<file path="src/rtl/rstseq_pkg.sv">
package rstseq_pkg;

    typedef enum logic [1:0] {
        MODE_IDLE,
        MODE_FULL,
        MODE_WARM,
        MODE_WAKE
    } seq_mode_e;

    typedef enum logic [2:0] {
        CAUSE_NONE,
        CAUSE_EXT_RUN,
        CAUSE_EXT_HALT,
        CAUSE_WDT_RUN,
        CAUSE_WDT_HALT,
        CAUSE_WAKE
    } cause_e;

    typedef struct packed {
        logic to;
        logic pd;
    } stat_flags_t;

    // Priority: pin edge, pin held low (masks all), watchdog, wake request
    function automatic cause_e pick_cause(logic ext_start, logic ext_low, logic wdt,
                                          logic halted, logic wake, logic idle);
        cause_e c;
        if (ext_start)                   c = halted ? CAUSE_EXT_HALT : CAUSE_EXT_RUN;
        else if (ext_low)                c = CAUSE_NONE;
        else if (wdt)                    c = halted ? CAUSE_WDT_HALT : CAUSE_WDT_RUN;
        else if (wake && halted && idle) c = CAUSE_WAKE;
        else                             c = CAUSE_NONE;
        return c;
    endfunction

    function automatic seq_mode_e next_mode(seq_mode_e cur, cause_e c);
        seq_mode_e m;
        case (c)
            CAUSE_EXT_RUN, CAUSE_EXT_HALT, CAUSE_WDT_RUN: m = MODE_FULL;
            CAUSE_WDT_HALT: m = (cur == MODE_FULL) ? MODE_FULL : MODE_WARM;
            CAUSE_WAKE:     m = MODE_WAKE;
            default:        m = cur;
        endcase
        return m;
    endfunction

    function automatic stat_flags_t flags_for(stat_flags_t cur, cause_e c);
        stat_flags_t f;
        f = cur;
        case (c)
            CAUSE_EXT_HALT: begin f.to = 1'b0; f.pd = 1'b1; end
            CAUSE_WDT_RUN:  f.to = 1'b1;
            CAUSE_WDT_HALT: begin f.to = 1'b1; f.pd = 1'b1; end
            default:        f = cur;
        endcase
        return f;
    endfunction

endpackage

</file>
<file path="src/rtl/rstseq_sync.sv">
module rstseq_sync #(
    parameter int  STAGES  = 2,
    parameter logic RST_VAL = 1'b1
) (
    input  logic clk,
    input  logic rst,
    input  logic d,
    output logic q
);
    logic [STAGES-1:0] shreg;

    generate
        if (STAGES == 1) begin : g_one
            always_ff @(posedge clk) begin
                if (rst) shreg <= RST_VAL;
                else     shreg <= d;
            end
        end else begin : g_chain
            always_ff @(posedge clk) begin
                if (rst) shreg <= {STAGES{RST_VAL}};
                else     shreg <= {shreg[STAGES-2:0], d};
            end
        end
    endgenerate

    assign q = shreg[STAGES-1];
endmodule

</file>
<file path="src/rtl/rstseq_sst.sv">
module rstseq_sst #(
    parameter int CNT_W = 10
) (
    input  logic             clk,
    input  logic             rst,
    input  logic             run,
    input  logic             restart,
    input  logic             hold,
    output logic [CNT_W-1:0] cnt,
    output logic             done
);
    localparam logic [CNT_W-1:0] TERM = '1;

    always_ff @(posedge clk) begin
        if (rst)                  cnt <= '0;
        else if (restart || hold) cnt <= '0;
        else if (run)             cnt <= cnt + 1'b1;
    end

    assign done = run && !restart && !hold && (cnt == TERM);
endmodule

</file>
<file path="src/rtl/rstseq_flags.sv">
module rstseq_flags
    import rstseq_pkg::*;
(
    input  logic        clk,
    input  logic        rst,
    input  cause_e      cause,
    input  logic        halt_exec,
    output stat_flags_t flags
);
    always_ff @(posedge clk) begin
        if (rst)                     flags <= '0;
        else if (cause != CAUSE_NONE) flags <= flags_for(flags, cause);
        else if (halt_exec)          flags <= '{to: 1'b0, pd: 1'b1};
    end

    AST_HALT_EXEC_FLAGS: assert property (@(posedge clk) disable iff (rst)
        (halt_exec && cause == CAUSE_NONE) |=> (!flags.to && flags.pd));

    AST_WDT_SETS_TO: assert property (@(posedge clk) disable iff (rst)
        (cause == CAUSE_WDT_RUN || cause == CAUSE_WDT_HALT) |=> flags.to);

    AST_WDT_RUN_KEEPS_PD: assert property (@(posedge clk) disable iff (rst)
        (cause == CAUSE_WDT_RUN) |=> (flags.pd == $past(flags.pd)));

    AST_EXT_RUN_KEEPS_FLAGS: assert property (@(posedge clk) disable iff (rst)
        (cause == CAUSE_EXT_RUN) |=> $stable(flags));

    AST_EXT_HALT_FLAGS: assert property (@(posedge clk) disable iff (rst)
        (cause == CAUSE_EXT_HALT) |=> (!flags.to && flags.pd));
endmodule

</file>
<file path="src/rtl/wake_reset_seq.sv">
module wake_reset_seq
    import rstseq_pkg::*;
#(
    parameter int SST_BITS    = 10,
    parameter int SYNC_STAGES = 2
) (
    input  logic clk,
    input  logic por,
    input  logic ext_rst_n,
    input  logic wdt_timeout,
    input  logic halted,
    input  logic wake_req,
    input  logic halt_exec,
    output logic core_rst,
    output logic warm_rst,
    output logic pc_sp_clr,
    output logic sst_busy,
    output logic to_flag,
    output logic pd_flag
);
    localparam logic [SST_BITS-1:0] TERM = '1;

    logic                pin_q;
    logic                ext_low;
    logic                ext_low_q;
    logic                ext_start;
    cause_e              cause;
    seq_mode_e           mode;
    logic [SST_BITS-1:0] cnt;
    logic                done;
    logic                warm_q;
    stat_flags_t         flags;

    rstseq_sync #(.STAGES(SYNC_STAGES), .RST_VAL(1'b1)) i_sync (
        .clk (clk),
        .rst (por),
        .d   (ext_rst_n),
        .q   (pin_q)
    );

    assign ext_low   = !pin_q;
    assign ext_start = ext_low && !ext_low_q;
    assign cause     = pick_cause(ext_start, ext_low, wdt_timeout, halted,
                                  wake_req, mode == MODE_IDLE);

    rstseq_sst #(.CNT_W(SST_BITS)) i_sst (
        .clk     (clk),
        .rst     (por),
        .run     (mode != MODE_IDLE),
        .restart (cause != CAUSE_NONE),
        .hold    (ext_low),
        .cnt     (cnt),
        .done    (done)
    );

    rstseq_flags i_flags (
        .clk       (clk),
        .rst       (por),
        .cause     (cause),
        .halt_exec (halt_exec),
        .flags     (flags)
    );

    always_ff @(posedge clk) begin
        if (por) begin
            mode      <= MODE_FULL;
            ext_low_q <= 1'b0;
            warm_q    <= 1'b0;
        end else begin
            ext_low_q <= ext_low;
            warm_q    <= done && (mode == MODE_WARM);
            if (cause != CAUSE_NONE) mode <= next_mode(mode, cause);
            else if (done)           mode <= MODE_IDLE;
        end
    end

    assign core_rst  = (mode == MODE_FULL);
    assign sst_busy  = (mode != MODE_IDLE);
    assign warm_rst  = warm_q;
    assign pc_sp_clr = core_rst || warm_q;
    assign to_flag   = flags.to;
    assign pd_flag   = flags.pd;

    AST_WARM_SINGLE: assert property (@(posedge clk) disable iff (por)
        warm_rst |=> !warm_rst);

    AST_WARM_NOT_FULL: assert property (@(posedge clk) disable iff (por)
        warm_rst |-> !core_rst);

    AST_PIN_HOLDS: assert property (@(posedge clk) disable iff (por)
        ext_low |=> (core_rst && cnt == '0));

    AST_RELEASE_TERMINAL: assert property (@(posedge clk) disable iff (por)
        $fell(sst_busy) |-> ($past(cnt) == TERM));

    AST_CAUSE_RESTARTS: assert property (@(posedge clk) disable iff (por)
        (cause != CAUSE_NONE) |=> (sst_busy && cnt == '0));

    AST_FULL_STICKY: assert property (@(posedge clk) disable iff (por)
        (core_rst && !done) |=> core_rst);

    AST_WAKE_NO_RST: assert property (@(posedge clk) disable iff (por)
        (cause == CAUSE_WAKE) |=> (sst_busy && !core_rst && !warm_rst));
endmodule

</file>
<file path="config.mk">
export PLATFORM = sky130hd
export DESIGN_NAME = wake_reset_seq
export DESIGN_NICKNAME = d
export VERILOG_FILES = /design/src/rtl/rstseq_pkg.sv /design/src/rtl/rstseq_sync.sv /design/src/rtl/rstseq_sst.sv /design/src/rtl/rstseq_flags.sv /design/src/rtl/wake_reset_seq.sv
export SDC_FILE = /design/constraint.sdc
export NUM_CORES = 1
export LEC_CHECK = 0
export BUFFER_PORTS_ARGS = -buffer_cell sky130_fd_sc_hd__clkbuf_2
export CAP_MARGIN = 0
export CORE_MARGIN = 2
export CORE_UTILIZATION = 50
export DETAILED_ROUTE_END_ITERATION = 6
export PLACE_DENSITY_LB_ADDON = 0.2
export SLEW_MARGIN = 10
export SYNTH_ARGS = -nofsm -noshare
export SYNTH_HDL_FRONTEND = slang
export SYNTH_SLANG_ARGS = --single-unit
</file>
<file path="constraint.sdc">
create_clock -name clk -period 2.2 [get_ports clk]
set_clock_uncertainty 0.05 [all_clocks]
set_input_delay 0.11 -clock clk [delete_from_list [all_inputs] [get_ports clk]]
set_output_delay 0.11 -clock clk [all_outputs]
set_load 0.02 [all_outputs]
</file>
Word level (Yosys, flattened, before mapping)
Cells that the tools add are included.
Widths: inputs -> output; s select.
Word-level totals
  bits of input ports: 7
  output and inout bits: 6
  bits in registers: 18
  logic and storage cells: 57
Cells by class
  equal/unequal tests: 11
  add/subtract/negate cells: 1
  mux-type cells: 14
  reductions and logical operators: 24
Operator list (number)
  $mux 3: 5
  $mux 2: 6
  $add 10x1->10 const B: 1
  $eq 10x10->1 const B: 1
  $logic_and 1x1->1: 7
  $eq 3x2->1 const B: 2
  $eq 3x3->1 const B: 2
  $pmux 2 s3: 1
  $reduce_and 2->1: 3
  $reduce_bool 2->1: 3
  $reduce_or 2->1: 3
  $ne 4x3->1 const B: 1
  $eq 3x1->1 const B: 1
  $logic_not 1->1: 3
  $ne 3x2->1 const B: 1
  $reduce_bool 3->1: 1
  $reduce_or 3->1: 1
  $eq 2x1->1 const B: 1
  $eq 2x2->1 const B: 1
  $logic_not 2->1: 1
  $logic_or 1x1->1: 2
  $ne 2x2->1 const B: 1
  $pmux 1 s2: 1
  $mux 1: 1

Logic depth before layout (Yosys ltp)
Gate-level depths: netlist of run 1.
  depth after elaboration: 13
  mapped depth: 5
  gate-level depth less buffers: 5

Cells and area by module
From an unflattened synthesis of run 1, not the netlist that was laid out.
Unflattened totals
  cell total of the unflattened synthesis: 98
  area total of the unflattened synthesis: 859.6 um^2
By module, submodules not included
  rstseq_sst: cells an instance 52, times used 1, area each 451.7 um^2, sequential area each 200.2 um^2
  wake_reset_seq: cells an instance 29, times used 1, area each 261.5 um^2, sequential area each 80.1 um^2
  rstseq_flags: cells an instance 13, times used 1, area each 93.8 um^2, sequential area each 40.0 um^2
  rstseq_sync: cells an instance 4, times used 1, area each 52.6 um^2, sequential area each 40.0 um^2

Least setup slack after synthesis of run 1
No wires, ideal clock.
  path type: reg-to-reg
  start point: register mode[1]
  end point: register i_sst.cnt[2]
  cell stages (with the launch flop): 6
  clock period less this slack: 1303 ps
  path buffers: 1
  arrival: 1139 ps
  data required time: 2036 ps
  setup time: 114 ps
  setup slack: 897 ps
  cells stage by stage: dfxtp_1 or2_2 clkbuf_1 nand2_1 xor2_1 nor2_1
On the way
  elaborated cells on any way between the ends: 10
  those cells by class: 4 x mux; 6 x reduce/logical
RTL lines
  start, declared: RTL line wake_reset_seq.sv:28  | seq_mode_e mode;
  start signal, assigned: RTL line wake_reset_seq.sv:72  | if (cause != CAUSE_NONE) mode <= next_mode(mode, cause);
  $reduce_bool 2->1
  named net sst_busy: RTL line wake_reset_seq.sv:17  | output logic sst_busy,
  end signal, assigned: RTL line rstseq_sst.sv:17  | else if (run) cnt <= cnt + 1'b1;
  end, declared: RTL line rstseq_sst.sv:9  | output logic [CNT_W-1:0] cnt,
The timed path passes the listed nets, and every way through them passes these cells.
A chain may end at the register's enable or synchronous reset.

Final worst setup path of run 1
  start point: register i_sst.cnt[0]
  end point: register mode[0]
On the way
  longest elaborated chain between the ends: 4
Ends and longest elaborated chain
  $eq 10x10->1: RTL line rstseq_sst.sv:20  | assign done = run && !restart && !hold && (cnt == TERM);
  $logic_and 1x1->1: RTL line rstseq_sst.sv:20
  $reduce_bool 2->1 (no source line)
  $reduce_and 2->1 (no source line)
No other way between the ends.

==> impl_metrics.tcl, run 1 <==
set metrics [dict create \
    antenna_cells 0 \
    ys.flop_type "dfxtp_1" \
    grt_remaining_overflow 0 \
    rows 14 \
    ir_worst_vdd_mv 0.4733 \
    synth_top_area_share_pct 43.24 \
    synth_top_area_cell "dfxtp_1" \
    fin_util_pct 60.71 \
    syn-num-nets 98 \
    worst_pin_slew_ns 0.2935 \
    fin_tns_setup_ns 0 \
    syn_avg_cell_area_sq_um 9.259 \
    cts_resized 0 \
    holdWs_ns 0.06350 \
    fmax_mhz 677.6 \
    dp_slack_ns 0.7529 \
    io_buffers 12 \
    synth_area_leaders "dfxtp_1 (43%), xor2_1 (7.4%), nor2_1 (6.3%)" \
    syn_inst 90 \
    route.vias.total 645 \
    rsz0062_at_grt "false" \
    path_max_fanout 4 \
    timing.rr.end "mode[0]" \
    r2r-start "i_sst.cnt[0]" \
    grt_util_met1_pct 22.42 \
    grt_pass1_wl_um 2325 \
    post-route-min-period_ns 1.476 \
    drtIter0Drc 19 \
    powerDensity_mw_per_mm2 603.4 \
    regToRegSetupSlack_ns 0.72 \
    critPathSlowestCell "dfxtp_1" \
    clk_latency_ns 0.28 \
    cts_tree "built" \
    drv_slew 0 \
    grtUsageMet3_pct 2.400 \
    grtUsageMet2_pct 23.48 \
    dieArea_sq_mm 0.002009 \
    required_ns 2.30 \
    boundaryPins 13 \
    p_total_uw 564.7 \
    dp_hpwl_um 1048 \
    timing.final.crit_share_pct 67.08 \
    setup_violations 0 \
    yosysMostFrequentCell "dfxtp_1" \
    worstSetupEndpointType "register" \
    grt_usage_pct 15.96 \
    finalWirelength_um 1392 \
    cp_top_family "compound AO/OA/AOI/OAI gates" \
    drcViolationCount 0 \
    clock_path_buffers 2 \
    core-area_sq_mm 0.001541 \
    syn2layout_area_growth_pct 12.31 \
    reg2reg_depth 5 \
    synth_edf_count 0 \
    finalWorstSetupSlack_ns 0.7243 \
    drt-pass1-iter-count 4 \
    path_buf_inv 0 \
    cts_max_level 1 \
    path_class "register to register" \
    critPathLaunchType "register" \
    fp.dieW_um 44.83 \
    regArea_sq_um 360.3 \
    via_per_inst 5.375 \
    numCtsBuffers 3 \
    grt_max_degree 12 \
    multi_input_area_sq_um 434.2 \
    power.leakage_nw 0.3858 \
    place_congestion 0.7875 \
    status "finished clean" \
    final_antenna_net_count 0 \
    path_clk_slew_ns 0.09 \
    cts_root_buf "clkbuf_4" \
    hold_violations 0 \
    crit_start "i_sst.cnt[0]" \
    drive_gt1_share_pct 21.15 \
    worstPathCellList "ha_1 > o211a_1 > nand4_1 > a21oi_1 > o221ai_1" \
    synth_seq_cells 18 \
    ys_warn_count 0 \
    drv_cap 0 \
    worst-path-stages 5 \
    grt_pass1_vias 550 \
    wl_per_cell_um 11.60 \
    clkSinkCount 18 \
    yosys-top-cells-count "dfxtp_1 (18), nor2_1 (14), xor2_1 (7), inv_1 (5), nand2_1 (5)" \
    synth-seq-area-share_pct 43.24 \
    async_flop_share_pct 0 \
    grt_busiest_layer "met2" \
    slew_headroom_pct 80.41 \
    crit_end "mode[0]" \
    cp.arrival_ns 1.58 \
    hold_path_class "input port to register" \
    syn_area_sq_um 833.3 \
    antenna_found_initial 0 \
    synthDistinctLibCells 33 \
    cts_setup_buffers 0 \
    start_util_pct 54.06 \
    dieHeight_um 44.83 \
    fin_nets 114 \
    cpPeakStageDelay_ns 0.39 \
    fillCellCount 140 \
]
-- layout make-up --
type,instances,share of cell area (%)
inverters,5,2.005
repair buffers,14,8.556
clock buffers,3,2.406
multi-input cells,64,46.39
flip-flops and latches,18,38.50
well taps,16,2.139
-- layout by cell type, fill, tap and decap left out, types with 2 or more instances in the layout --
master and instances:
clkbuf_4 3, nand2b_1 2, nor2_1 14, nand4_1 3, o21ai_0 3, dfxtp_1 18
xor2_1 7, nand2_1 5, nand3_1 3, clkbuf_2 12, mux2i_1 2, inv_1 5
or2_2 3, a21oi_1 3, dlygate4sd3_1 2, xnor2_1 2
-- power breakdown --
part / switching (mW) / internal, mW / total [mW] / leakage [nW]
combinational: 0.0383 / 0.0303 / 0.0685 / 0.225
clock: 0.0894 / 0.0635 / 0.153 / 0.0138
sequential: 0.00864 / 0.335 / 0.343 / 0.147
-- kinds of logic after synthesis --
kind of cell	Yosys count	synth area share (%)
AOI/OAI and AO/OA	14	11.71
and+or+nand+nor	38	27.03
buffers and inverters	8	4.654
adders and majority gates	1	1.501
DFF	18	43.24
muxes	2	2.402
xor gates and xnor gates	9	9.460
-- worst reg2reg max path: cells and delay by family, from the launching register on --
family	cells	cell delay [ns]
compound gates	3	0.57
flops	1	0.39
fa+ha+maj	1	0.19
simple gates	1	0.15
-- layer usage --
layer	wire (um)	up-vias
li1	-	336
met3	76	2
met4	10	0
met2	592	17
met1	712	290
met5	0	-
-- state kept, by name, summed over array words and instances (netlist names) --
signal         flops
i_flags.flags      2
ext_low_q          1
i_sst.cnt         10
mode               2
i_sync.shreg       2
warm_rst           1
-- metrics by stage --
step	cell area, sq um	cells
floorplan	833.3	90
global placement	893.4	115
detailed placement	893.4	115
CTS	935.9	120
global route	935.9	120
finish	935.9	120
-- worst min path at each step --
stage	startpoint	cells after the start	slack (ns)	endpoint
floorplan	por	1	0.13	ext_low_q
global placement	ext_rst_n	2	0.25	i_sync.shreg[0]
detailed placement	ext_rst_n	2	0.25	i_sync.shreg[0]
CTS	wdt_timeout	3	0.05	i_flags.flags[1]
global route	wdt_timeout	3	0.10	i_flags.flags[1]
finish	wdt_timeout	3	0.06	i_flags.flags[1]
-- timing repair --
action / CTS / global route
hold endpoints to repair: 3 / 0
hold buffers: 2 / 0
setup endpoints to repair: 0 / 0
No activity file was read; power rests on OpenSTA's default activity.
==> inputs of run 2 (changes only) <==
--- a/config.mk
+++ b/config.mk
@@ -5,10 +5,11 @@
 export SDC_FILE = /design/constraint.sdc
 export NUM_CORES = 1
 export LEC_CHECK = 0
+export ABC_AREA = 1
 export BUFFER_PORTS_ARGS = -buffer_cell sky130_fd_sc_hd__clkbuf_2
 export CAP_MARGIN = 0
 export CORE_MARGIN = 2
-export CORE_UTILIZATION = 50
+export CORE_UTILIZATION = 49
 export DETAILED_ROUTE_END_ITERATION = 6
 export PLACE_DENSITY_LB_ADDON = 0.2
 export SLEW_MARGIN = 10
==> constraint.sdc (replaced) <==
create_clock -name clk -period 1.2 [get_ports clk]
set_clock_uncertainty 0.05 [all_clocks]
set_input_delay 0.06 -clock clk [delete_from_list [all_inputs] [get_ports clk]]
set_output_delay 0.06 -clock clk [all_outputs]
set_load 0.02 [all_outputs]
==> run 2 against run 1 <==
- the flow now finishes with violations (setup timing)
- power rose by 130%
- via count rose by 37%
- first-iteration DRC count decreased by 47%
- global-route usage rose by 4.5 points
- combinational power grew to 5.6 times the previous value
- die area rose by 11%
- hold slack worse by 0.0018 ns
- area after synthesis rose by 9.5%
- final cell count grew 53%
- flip-flop and latch count stayed put
- worst setup slack got worse by 0.90 ns
- critical endpoint is now mode[1]
- largest cell class unchanged
- largest power group unchanged
- highest routed layer unchanged
==> impl_metrics.tcl, run 2 <==
set metrics [dict create \
    cpPeakStageDelay_ns 0.34 \
    grt_max_degree 11 \
    r2r-start "mode[0]" \
    place_congestion 0.8226 \
    async_flop_share_pct 0 \
    dp_hpwl_um 1350 \
    power.leakage_nw 0.6168 \
    clock_path_buffers 2 \
    yosys-top-cells-count "dfxtp_1 (18), nand2_1 (17), nor2_1 (17), inv_1 (12), xor2_1 (6)" \
    grt_remaining_overflow 0 \
    placed_area_sq_mm 0.001151 \
    grt_usage_pct 20.49 \
    switching_power_uw 394.6 \
    grt_pass1_vias 785 \
    p_comb_share_pct 28.9 \
    synth_top_area_cell "dfxtp_1" \
    setup_violations 17 \
    drtIter0Drc 10 \
    worstSetupEndpointType "register" \
    clkSinkCount 18 \
    regMostFlops "i_sst.cnt" \
    antenna_found_initial 0 \
    post-route-min-period_ns 1.377 \
    synth_edf_count 0 \
    finalWorstSetupSlack_ns -0.1765 \
    critPathLaunchType "register" \
    violations "setup timing" \
    fp.dieW_um 47.15 \
    syn-num-nets 122 \
    cp.arrival_ns 1.53 \
    slew_headroom_pct 84.41 \
    grt_pass1_wl_um 3125 \
    drv_cap 0 \
    worstPathCellList "nor2_4 > nand2_4 > nand2_4 > nand2_4 > nand2_8 > nor2_4 > o31ai_4 > nand2_1 > inv_1 > nor2_1" \
    start_util_pct 52.26 \
    fin_area_sq_mm 0.001428 \
    rsz0062_at_grt "true" \
    swShare_pct 29.93 \
    path_buf_inv 1 \
    regArea_sq_um 370.4 \
    fmax_mhz 726.5 \
    path_clk_slew_ns 0.10 \
    grt_busiest_layer "met2" \
    boundaryPins 13 \
    drive_gt1_share_pct 51.27 \
    yosysMostFrequentCell "dfxtp_1" \
    ys.flop_type "dfxtp_1" \
    synth_area_leaders "dfxtp_1 (40%), nand2_1 (7.0%), nor2_1 (7.0%)" \
    via_per_inst 4.825 \
    dieHeight_um 47.15 \
    powerDensity_mw_per_mm2 923.5 \
    min_from "halt_exec" \
    drv_slew 0 \
    ir_worst_vdd_mv 0.9145 \
    final_antenna_net_count 0 \
    ys_warn_count 0 \
    core-area_sq_mm 0.001745 \
    io_buffers 12 \
    cts_root_buf "clkbuf_4" \
    drt-pass1-iter-count 4 \
    status "complete, but fails checks" \
    synth_top_area_share_pct 39.51 \
    fillCellCount 115 \
    clkPwrFrac_pct 22.5 \
    final_common_cell "buf_4" \
    antenna_cells 0 \
    cp_top_family "simple AND/OR/NAND/NOR gates" \
    finalWirelength_um 2264 \
    syn_avg_cell_area_sq_um 8.001 \
    worst_pin_slew_ns 0.2333 \
    synth_seq_cells 18 \
    route.vias.total 883 \
    path_max_fanout 5 \
    rows 15 \
    path_class "register to register" \
    dieArea_sq_mm 0.002223 \
    clk_latency_ns 0.30 \
    drcViolationCount 0 \
    fin_util_pct 81.79 \
    crit_start "mode[0]" \
    numCtsBuffers 3 \
    fin_nets 168 \
    grtUsageMet2_pct 32.88 \
    power.internal_uw 923.8 \
    critPathSlowestCell "dfxtp_2" \
    final_cell_mix "buf_4 (21), nand2_1 (15), nor2_1 (15), dfxtp_1 (12), inv_1 (11)" \
    hold_path_class "input port to register" \
    wl_per_cell_um 12.37 \
    syn2layout_area_growth_pct 56.52 \
    cts_tree "built" \
    synth-seq-area-share_pct 39.51 \
    grtUsageMet3_pct 2.308 \
    power_frac_seq_pct 48.5 \
    synthDistinctLibCells 27 \
    largest_register_ffs 10 \
    syn_inst 114 \
    cts_max_level 1 \
    syn_area_sq_um 912.1 \
    timing.final.crit_share_pct 114.7 \
    multi_input_area_sq_um 609.3 \
    required_ns 1.35 \
    grt_util_met1_pct 25.94 \
    crit_top_cell "nand2_4" \
    hold_violations 0 \
]
-- run 2: cell types whose count changed after synthesis, moves of 3 or more --
cell	delta
nor2_1	+3
nand2_1	+12
nor2_2	+3
nand2_4	+4
inv_1	+7
-- run 2: repair_timing --
item | 4_1_cts | 5_1_grt
endpoints found under the hold margin | 4 | 0
hold buffers | 2 | 0
buffers inserted | 6 | 5
endpoints found under the setup margin | 18 | 18
gates resized for setup | 20 | 18
pin swaps | 12 | 10
-- run 2: logic make-up (layout without fill, tap and decap cells) --
logic type | Yosys count | after routing | synth area share [%]
DFF | 18 | 18 | 39.51
AOI/OAI and AO/OA | 15 | 15 | 10.98
and+or+nand+nor | 58 | 58 | 34.71
adders and majority gates | 1 | 1 | 1.372
buffers and inverters | 14 | 58 | 5.761
xor gates and xnor gates | 8 | 8 | 7.682
-- run 2: metrics by stage --
step           std cells  setup TNS (ns)  setup WS, ns  hold slack (ns)  total power [mW]
3_3_place_gp         167          -1.017       -0.1698           0.1938            0.8889
6_report             183          -2.419       -0.1765          0.06172             1.318
3_5_place_dp         167          -1.627       -0.1993           0.2010            0.8937
5_1_grt              183          -3.591       -0.2521          0.07224             1.388
2_1_floorplan        114         -0.1882      -0.07258          0.07669            0.8129
4_1_cts              178          -1.997       -0.1541          0.04975             1.255
-- run 2: worst min-delay path, stage by stage --
cell	delay, ns
clkbuf_2	0.07
nor2_1	0.04
nand2_2	0.08
a21oi_2	0.05
nor2_1	0.07
-- run 2: worst paths after layout --
kind / cells after the start / slack, ns / end
worst max-delay path: 10 / -0.18 / mode[1]
worst min-delay path: 5 / 0.06 / i_flags.flags[0]
worst max register to register: 10 / -0.18 / mode[1]
worst min register to register: 1 / 0.38 / i_sync.shreg[1]
-- run 2: power groups by stage --
stage | clock network [mW] | logic, mW | registers, mW
after global routing | 0.342 | 0.403 | 0.642
after global placement | 0 | 0.237 | 0.652
after detailed placement | 0 | 0.242 | 0.652
final | 0.297 | 0.382 | 0.640
after floorplan | 0 | 0.152 | 0.661
after CTS | 0.305 | 0.310 | 0.639
-- run 2: cell type report --
class / count / share of cell area, %
Tap cell: 25 / 2.191
Timing Repair Buffer: 41 / 23.75
Clock buffer: 3 / 1.578
Multi-Input combinational cell: 82 / 42.68
Inverter: 14 / 3.856
Sequential cell: 18 / 25.94
-- run 2: per-layer routing --
layer | part of all wire (%) | wire length (um) | vias to the layer above
met5 | 0 | 0 | -
met2 | 46 | 1047 | 13
met4 | 3.6 | 82 | 0
li1 | - | - | 457
met3 | 2.5 | 56 | 6
met1 | 48 | 1077 | 407
